===== src/rtl/dma_cnt_pkg.sv =====
package dma_cnt_pkg;
  localparam int NUM_BYTES = 3;

  typedef struct packed {
    logic [NUM_BYTES-1:0] loadByte;
    logic                 reload;
    logic                 start;
    logic                 useCmdLimit;
    logic                 beat;
    logic                 clearTc;
    logic                 softClr;
  } ctlStrobes_t;
endpackage


===== src/rtl/dma_cnt_ctrl.sv =====
module dma_cnt_ctrl
  import dma_cnt_pkg::*;
(
  input  logic        clk,
  input  logic        rst_n,
  input  logic        softReset,
  input  logic        wrEn,
  input  logic [1:0]  wrSel,
  input  logic        cmdValid,
  input  logic        cmdDma,
  input  logic        xferStart,
  input  logic        cmdCollect,
  input  logic        beatValid,
  output ctlStrobes_t strobes,
  output logic        dmaMode,
  output logic        hiWritten
);
  localparam logic [1:0] HI_SEL = 2'(NUM_BYTES - 1);

  always_comb begin
    strobes = '0;
    strobes.softClr = softReset;
    if (!softReset) begin
      for (int i = 0; i < NUM_BYTES; i++) begin
        strobes.loadByte[i] = wrEn && (wrSel == 2'(i));
      end
      strobes.reload      = cmdValid && cmdDma;
      strobes.start       = xferStart && dmaMode;
      strobes.useCmdLimit = cmdCollect;
      strobes.beat        = beatValid;
    end
    strobes.clearTc = |strobes.loadByte;
  end

  always_ff @(posedge clk or negedge rst_n) begin
    if (!rst_n) begin
      dmaMode   <= 1'b0;
      hiWritten <= 1'b0;
    end else if (softReset) begin
      dmaMode   <= 1'b0;
      hiWritten <= 1'b0;
    end else begin
      if (cmdValid) dmaMode <= cmdDma;
      if (wrEn && wrSel == HI_SEL) hiWritten <= 1'b1;
    end
  end

  AST_HI_STICKY: assert property (@(posedge clk) disable iff (!rst_n)
    hiWritten && !softReset |=> hiWritten);
  AST_MODE_FOLLOWS_CMD: assert property (@(posedge clk) disable iff (!rst_n)
    cmdValid && !softReset |=> dmaMode == $past(cmdDma));
  AST_SOFT_CLEARS: assert property (@(posedge clk) disable iff (!rst_n)
    softReset |=> !dmaMode && !hiWritten);
endmodule


===== src/rtl/dma_cnt_datapath.sv =====
module dma_cnt_datapath
  import dma_cnt_pkg::*;
#(
  parameter int          REM_W     = 25,
  parameter int          BEAT_W    = 3,
  parameter int          CMD_LIMIT = 16,
  parameter int          ZERO_LEN  = 65536,
  parameter logic [7:0]  CHIP_ID   = 8'hA2
)(
  input  logic              clk,
  input  logic              rst_n,
  input  ctlStrobes_t       strobes,
  input  logic [7:0]        wrData,
  input  logic [REM_W-1:0]  remainLen,
  input  logic [BEAT_W-1:0] beatBytes,
  input  logic [1:0]        rdSel,
  input  logic              hiWritten,
  output logic [REM_W-1:0]  remaining,
  output logic              tcZero,
  output logic [7:0]        rdData
);
  localparam int CNT_W = NUM_BYTES * 8;

  logic [NUM_BYTES-1:0][7:0] stageQ;
  logic [NUM_BYTES-1:0][7:0] loadedQ;
  logic [REM_W-1:0] progLen, limitLen, effLen, beatExt, accepted;
  logic hitZero;

  for (genvar b = 0; b < NUM_BYTES; b++) begin : g_byte
    always_ff @(posedge clk or negedge rst_n) begin
      if (!rst_n) begin
        stageQ[b]  <= '0;
        loadedQ[b] <= '0;
      end else if (strobes.softClr) begin
        stageQ[b]  <= '0;
        loadedQ[b] <= '0;
      end else begin
        if (strobes.reload) loadedQ[b] <= stageQ[b];
        if (strobes.loadByte[b]) stageQ[b] <= wrData;
      end
    end
  end

  always_comb begin
    progLen  = (loadedQ == '0) ? REM_W'(ZERO_LEN) : REM_W'(CNT_W'(loadedQ));
    limitLen = strobes.useCmdLimit ? REM_W'(CMD_LIMIT) : remainLen;
    effLen   = (progLen < limitLen) ? progLen : limitLen;
    beatExt  = REM_W'(beatBytes);
    accepted = (beatExt < remaining) ? beatExt : remaining;
    hitZero  = strobes.beat && !strobes.start && (remaining != '0)
               && (accepted == remaining);
  end

  always_ff @(posedge clk or negedge rst_n) begin
    if (!rst_n) begin
      remaining <= '0;
      tcZero    <= 1'b0;
    end else if (strobes.softClr) begin
      remaining <= '0;
      tcZero    <= 1'b0;
    end else begin
      if (strobes.start) remaining <= effLen;
      else if (strobes.beat) remaining <= remaining - accepted;
      if (strobes.clearTc || strobes.start) tcZero <= 1'b0;
      else if (hitZero) tcZero <= 1'b1;
    end
  end

  always_comb begin
    rdData = 8'h00;
    for (int i = 0; i < NUM_BYTES; i++) begin
      if (rdSel == 2'(i)) begin
        rdData = (i == NUM_BYTES - 1 && !hiWritten) ? CHIP_ID : loadedQ[i];
      end
    end
  end

  AST_TC_ON_EMPTY: assert property (@(posedge clk) disable iff (!rst_n)
    hitZero && !strobes.clearTc && !strobes.softClr |=> tcZero && remaining == '0);
  AST_WRITE_CLEARS_TC: assert property (@(posedge clk) disable iff (!rst_n)
    strobes.clearTc |=> !tcZero);
  AST_START_CLEARS_TC: assert property (@(posedge clk) disable iff (!rst_n)
    strobes.start |=> !tcZero);
  AST_START_BOUNDED: assert property (@(posedge clk) disable iff (!rst_n)
    strobes.start && !strobes.softClr |=> remaining <= $past(progLen));
  AST_NO_UNDERFLOW: assert property (@(posedge clk) disable iff (!rst_n)
    strobes.beat && !strobes.start && !strobes.softClr |=> remaining <= $past(remaining));
endmodule


===== src/rtl/dma_count_ctr.sv =====
module dma_count_ctr
  import dma_cnt_pkg::*;
#(
  parameter int         REM_W     = 25,
  parameter int         BEAT_W    = 3,
  parameter int         CMD_LIMIT = 16,
  parameter int         ZERO_LEN  = 65536,
  parameter logic [7:0] CHIP_ID   = 8'hA2
)(
  input  logic              clk,
  input  logic              rst_n,
  input  logic              softReset,
  input  logic              wrEn,
  input  logic [1:0]        wrSel,
  input  logic [7:0]        wrData,
  input  logic              cmdValid,
  input  logic              cmdDma,
  input  logic              xferStart,
  input  logic              cmdCollect,
  input  logic [REM_W-1:0]  remainLen,
  input  logic              beatValid,
  input  logic [BEAT_W-1:0] beatBytes,
  input  logic [1:0]        rdSel,
  output logic [7:0]        rdData,
  output logic              dmaMode,
  output logic [REM_W-1:0]  remaining,
  output logic              tcZero
);
  ctlStrobes_t strobes;
  logic hiWritten;

  dma_cnt_ctrl u_ctrl (
    .clk(clk), .rst_n(rst_n), .softReset(softReset), .wrEn(wrEn), .wrSel(wrSel),
    .cmdValid(cmdValid), .cmdDma(cmdDma), .xferStart(xferStart),
    .cmdCollect(cmdCollect), .beatValid(beatValid), .strobes(strobes),
    .dmaMode(dmaMode), .hiWritten(hiWritten)
  );

  dma_cnt_datapath #(
    .REM_W(REM_W), .BEAT_W(BEAT_W), .CMD_LIMIT(CMD_LIMIT),
    .ZERO_LEN(ZERO_LEN), .CHIP_ID(CHIP_ID)
  ) u_dp (
    .clk(clk), .rst_n(rst_n), .strobes(strobes), .wrData(wrData),
    .remainLen(remainLen), .beatBytes(beatBytes), .rdSel(rdSel),
    .hiWritten(hiWritten), .remaining(remaining), .tcZero(tcZero), .rdData(rdData)
  );
endmodule


===== config.mk =====
export PLATFORM = sky130hd
export DESIGN_NAME = dma_count_ctr
export DESIGN_NICKNAME = d
export VERILOG_FILES = /design/src/rtl/dma_cnt_pkg.sv /design/src/rtl/dma_cnt_ctrl.sv /design/src/rtl/dma_cnt_datapath.sv /design/src/rtl/dma_count_ctr.sv
export SDC_FILE = /design/constraint.sdc
export NUM_CORES = 1
export LEC_CHECK = 0
export ABC_AREA = 1
export CORE_ASPECT_RATIO = 1.1
export CORE_MARGIN = 10
export CORE_UTILIZATION = 65
export DETAILED_ROUTE_END_ITERATION = 8
export DONT_BUFFER_PORTS = 1
export PLACE_DENSITY = 0.89
export SYNTH_ARGS = -nofsm -noshare
export SYNTH_HDL_FRONTEND = slang
export SYNTH_SLANG_ARGS = --single-unit
export TNS_END_PERCENT = 10

===== constraint.sdc =====
create_clock -name clk -period 3.2 [get_ports clk]
set_input_delay 0.64 -clock clk [delete_from_list [all_inputs] [get_ports clk]]
set_output_delay 0.64 -clock clk [all_outputs]
set_load 0.05 [all_outputs]

==> results.sh <==
export IMPL_status="complete, no violations"
export IMPL_dp_slack_ns=-0.231
export IMPL_synth_area_per_cell_um2=6.70
export IMPL_grt_use_met3_pct=7.01
export IMPL_powerDensity_nw_per_um2=849
export IMPL_drc=0
export IMPL_gr_usage_met1_pct=27.1
export IMPL_n_antenna_cell=0
export IMPL_die_h_um=116
export IMPL_regArea_um2=1910
export IMPL_yosysTopAreaCell="dfrtp_1"
export IMPL_internal_power_mw=2.59
export IMPL_synth_seq_cells=76
export IMPL_grt_max_degree=77
export IMPL_drt_total_wl_um=15700
export IMPL_routedWlPerCell_um=16.6
export IMPL_hold_class="in2async"
export IMPL_root_buffer="clkbuf_8"
export IMPL_ant_nets=0
export IMPL_min_period_over_period_pct=96.4
export IMPL_p_leak_nw=3.30
export IMPL_gp_congestion=0.982
export IMPL_nets=909
export IMPL_final_max_slew_violation_count=0
export IMPL_dpl_cell_area_um2=5740
export IMPL_synth_edf_count=0
export IMPL_grt_total_usage_pct=24.5
export IMPL_seqPwrFrac_pct=24.6
export IMPL_synth_cells=818
export IMPL_worst_clock_skew_ns=0.0110
export IMPL_port_buffer_count=0
export IMPL_stdcell_area_um2=6090
export IMPL_clk_latency_ns=0.36
export IMPL_initial_core_util_pct=65.9
export IMPL_ios=84
export IMPL_die_area_um2=12500
export IMPL_worst_pin_slew_ns=0.849
export IMPL_h_tree_depth=3
export IMPL_setup_violations=0
export IMPL_hold_violations=0
export IMPL_grt_pass1_vias=5395
export IMPL_irDropWorstVdd_v=0.000458
export IMPL_yosys_warnings=0
export IMPL_vias=5546
export IMPL_cp_start_kind="register"
export IMPL_firstDrtPassIters=5
export IMPL_worstReg2RegStart="u_dp.remaining[1]"
export IMPL_worst_hold_slack_ns=0.163
export IMPL_worst_setup_path_type="reg2reg"
export IMPL_maxCapViolations=0
export IMPL_synthArstFlopShare_pct=100
export IMPL_critPathCaptureType="register"
export IMPL_power_frac_comb_pct=59.5
export IMPL_cts_sinks=76
export IMPL_synth_seq_area_share_pct=34.7
export IMPL_synth_top_cell_area_share_pct=34.7
export IMPL_slew_headroom_pct=43.0
export IMPL_reg2reg_depth=23
export IMPL_r2r_end="u_dp.remaining[22]"
export IMPL_vias_per_cell=5.86
export IMPL_p_sw_mw=2.59
export IMPL_hpwl_um=11800
export IMPL_p_clk_share_pct=16.0
export IMPL_cts_tree="yes"
export IMPL_multi_input_area_um2=2940
export IMPL_synthToLayoutAreaGrowth_pct=11.1
export IMPL_grt_pass1_wl_um=24900
export IMPL_sw_frac_of_total_pct=50.0
export IMPL_period_needed_ns=3.09
export IMPL_clk_pin_slew_ns=0.07
export IMPL_drtIter0Drc=344
export IMPL_fmax_mhz=324
export IMPL_clockBufferDepth=2
export IMPL_cp_arrival_ns=3.34
export IMPL_numCtsBuffers=9
export IMPL_netlist_area_um2=5480
export IMPL_finalWorstSetupSlack_ns=0.114
export IMPL_coreArea_um2=8320
export IMPL_fillCellCount=659
export IMPL_fp_dieW_um=108
export IMPL_grt_overflow=0
export IMPL_use_met2_pct=41.4
export IMPL_r2r_slack_ns=0.11
export IMPL_synth_distinct_cells=37
export IMPL_grt_busiest_layer="met2"
export IMPL_netlist_top_cells_area="dfrtp_1 35%, nand2_1 16%, inv_1 9.0%"
export IMPL_crit_fanout=5
export IMPL_synthFlopType="dfrtp_1"
export IMPL_rows=35
export IMPL_antenna_found_initial=0
export IMPL_drive_gt1_share_pct=12.3
export IMPL_syn_nets=896
export IMPL_cp_required_ns=3.45
-- how the worst max path moves through the flow --
stage | start | endpoint | slack, ns | depth (start not counted)
6_report | u_dp.remaining[1] | u_dp.remaining[22] | 0.11 | 23
5_1_grt | u_dp.remaining[1] | u_dp.remaining[22] | -0.08 | 23
2_1_floorplan | beatBytes[2] | u_dp.remaining[22] | 0.15 | 19
3_5_place_dp | beatBytes[2] | u_dp.remaining[22] | -0.23 | 19
3_3_place_gp | beatBytes[2] | u_dp.remaining[19] | 0.06 | 18
4_1_cts | u_dp.remaining[1] | u_dp.remaining[22] | 0.09 | 22
-- synth_stat cells, types with 3 or more instances --
library cell	number
nand4_1	32
xnor2_1	4
mux2_2	8
o21ai_1	3
o211ai_1	3
nand2_2	3
nor2_1	71
dfrtp_1	76
o21ai_0	42
nor3_1	3
clkbuf_1	32
nand2_1	237
o22ai_1	18
ha_1	28
buf_2	11
a21oi_1	18
nand3_1	68
inv_1	132
o221ai_1	5
-- per-stage QoR --
| step | cells | power [mW] | TNS [ns] | util [%] |
|---|---|---|---|---|
| 6_report | 947 | 5.17 | 0 | 73.2 |
| 5_1_grt | 947 | 5.54 | -0.124 | 73.2 |
| 4_1_cts | 943 | 4.96 | 0 | 72.1 |
| 3_5_place_dp | 926 | 4.10 | -2.91 | 69.0 |
| 3_3_place_gp | 926 | 4.00 | 0 | 69.0 |
| 2_1_floorplan | 818 | 3.34 | 0 | - |
-- placed cells by master (no fill, tap or decap), types with 3 or more instances in the layout --
cell	instances
a21oi_1	18
buf_4	47
clkbuf_8	9
dfrtp_1	73
dfrtp_2	3
ha_1	26
inv_1	130
inv_2	3
mux2_2	8
nand2_1	233
nand2_2	7
nand3_1	67
nand4_1	32
nor2_1	66
nor2_2	6
nor3_1	3
o211ai_1	3
o21ai_0	40
o21ai_1	3
o21ai_2	3
o221ai_1	5
o22ai_1	18
xnor2_1	4
-- worst max-delay path, stage by stage (launching register included) --
cell,delay [ns]
dfrtp_2,0.37
inv_2,0.06
ha_1,0.32
nand3_2,0.10
nor2_2,0.15
o21ai_2,0.09
o31ai_4,0.08
a21oi_1,0.14
a31oi_1,0.17
ha_2,0.22
fa_2,0.22
inv_1,0.05
nand2_1,0.06
nand2_2,0.07
nor2_4,0.17
inv_2,0.06
nor2_4,0.16
nand2_2,0.08
nand2_1,0.06
nand2_1,0.06
o21ai_2,0.16
inv_1,0.05
nand2_1,0.06
nand2_1,0.04
-- final cells by class --
cell class | instances | area share (%)
well taps | 111 | 2.28
flip-flops and latches | 76 | 31.3
clock inverters | 6 | 1.56
multi-input cells | 562 | 48.3
inverters | 134 | 8.26
clock buffers | 10 | 2.09
repair buffers | 48 | 6.24
-- sequential cells by signal, summed over array words and instances (netlist names) --
register,flops
u_dp.stageQ,24
u_dp.tcZero,1
u_dp.loadedQ,24
u_dp.remaining,25
u_ctrl.hiWritten,1
u_ctrl.dmaMode,1
-- kinds of logic (layout without fill, tap and decap cells) --
logic type	after synthesis	in the layout	synth area share, %
AND/OR/NAND/NOR	422	422	33.0
buffers and inverters	180	198	12.9
AO/OA/AOI/OAI	97	97	10.1
flip-flops	76	76	34.7
adder cells (fa/ha/maj)	29	29	6.76
multiplexers	9	9	1.83
XOR/XNOR	5	5	0.799
-- repair_timing --
item,CTS,global route
hold endpoints to repair,76,0
resized for setup,1,21
pin swaps,0,8
buffers inserted,0,4
endpoints found under the setup margin,1,20
hold buffers,1,0
-- layer usage --
layer  wire (um)  vias up
met1        5880     2540
met4         681        0
met5           0        -
met3        1610       63
li1            -     2641
met2        7570      302
-- power groups by stage --
stage | registers [mW] | logic [mW] | clock network (mW)
floorplan | 1.83 | 1.51 | 0
global placement | 1.27 | 2.74 | 0
detailed placement | 1.28 | 2.82 | 0
CTS | 1.26 | 2.87 | 0.831
global route | 1.29 | 3.37 | 0.874
finish | 1.27 | 3.07 | 0.826
(Power assumes the default switching activity.)
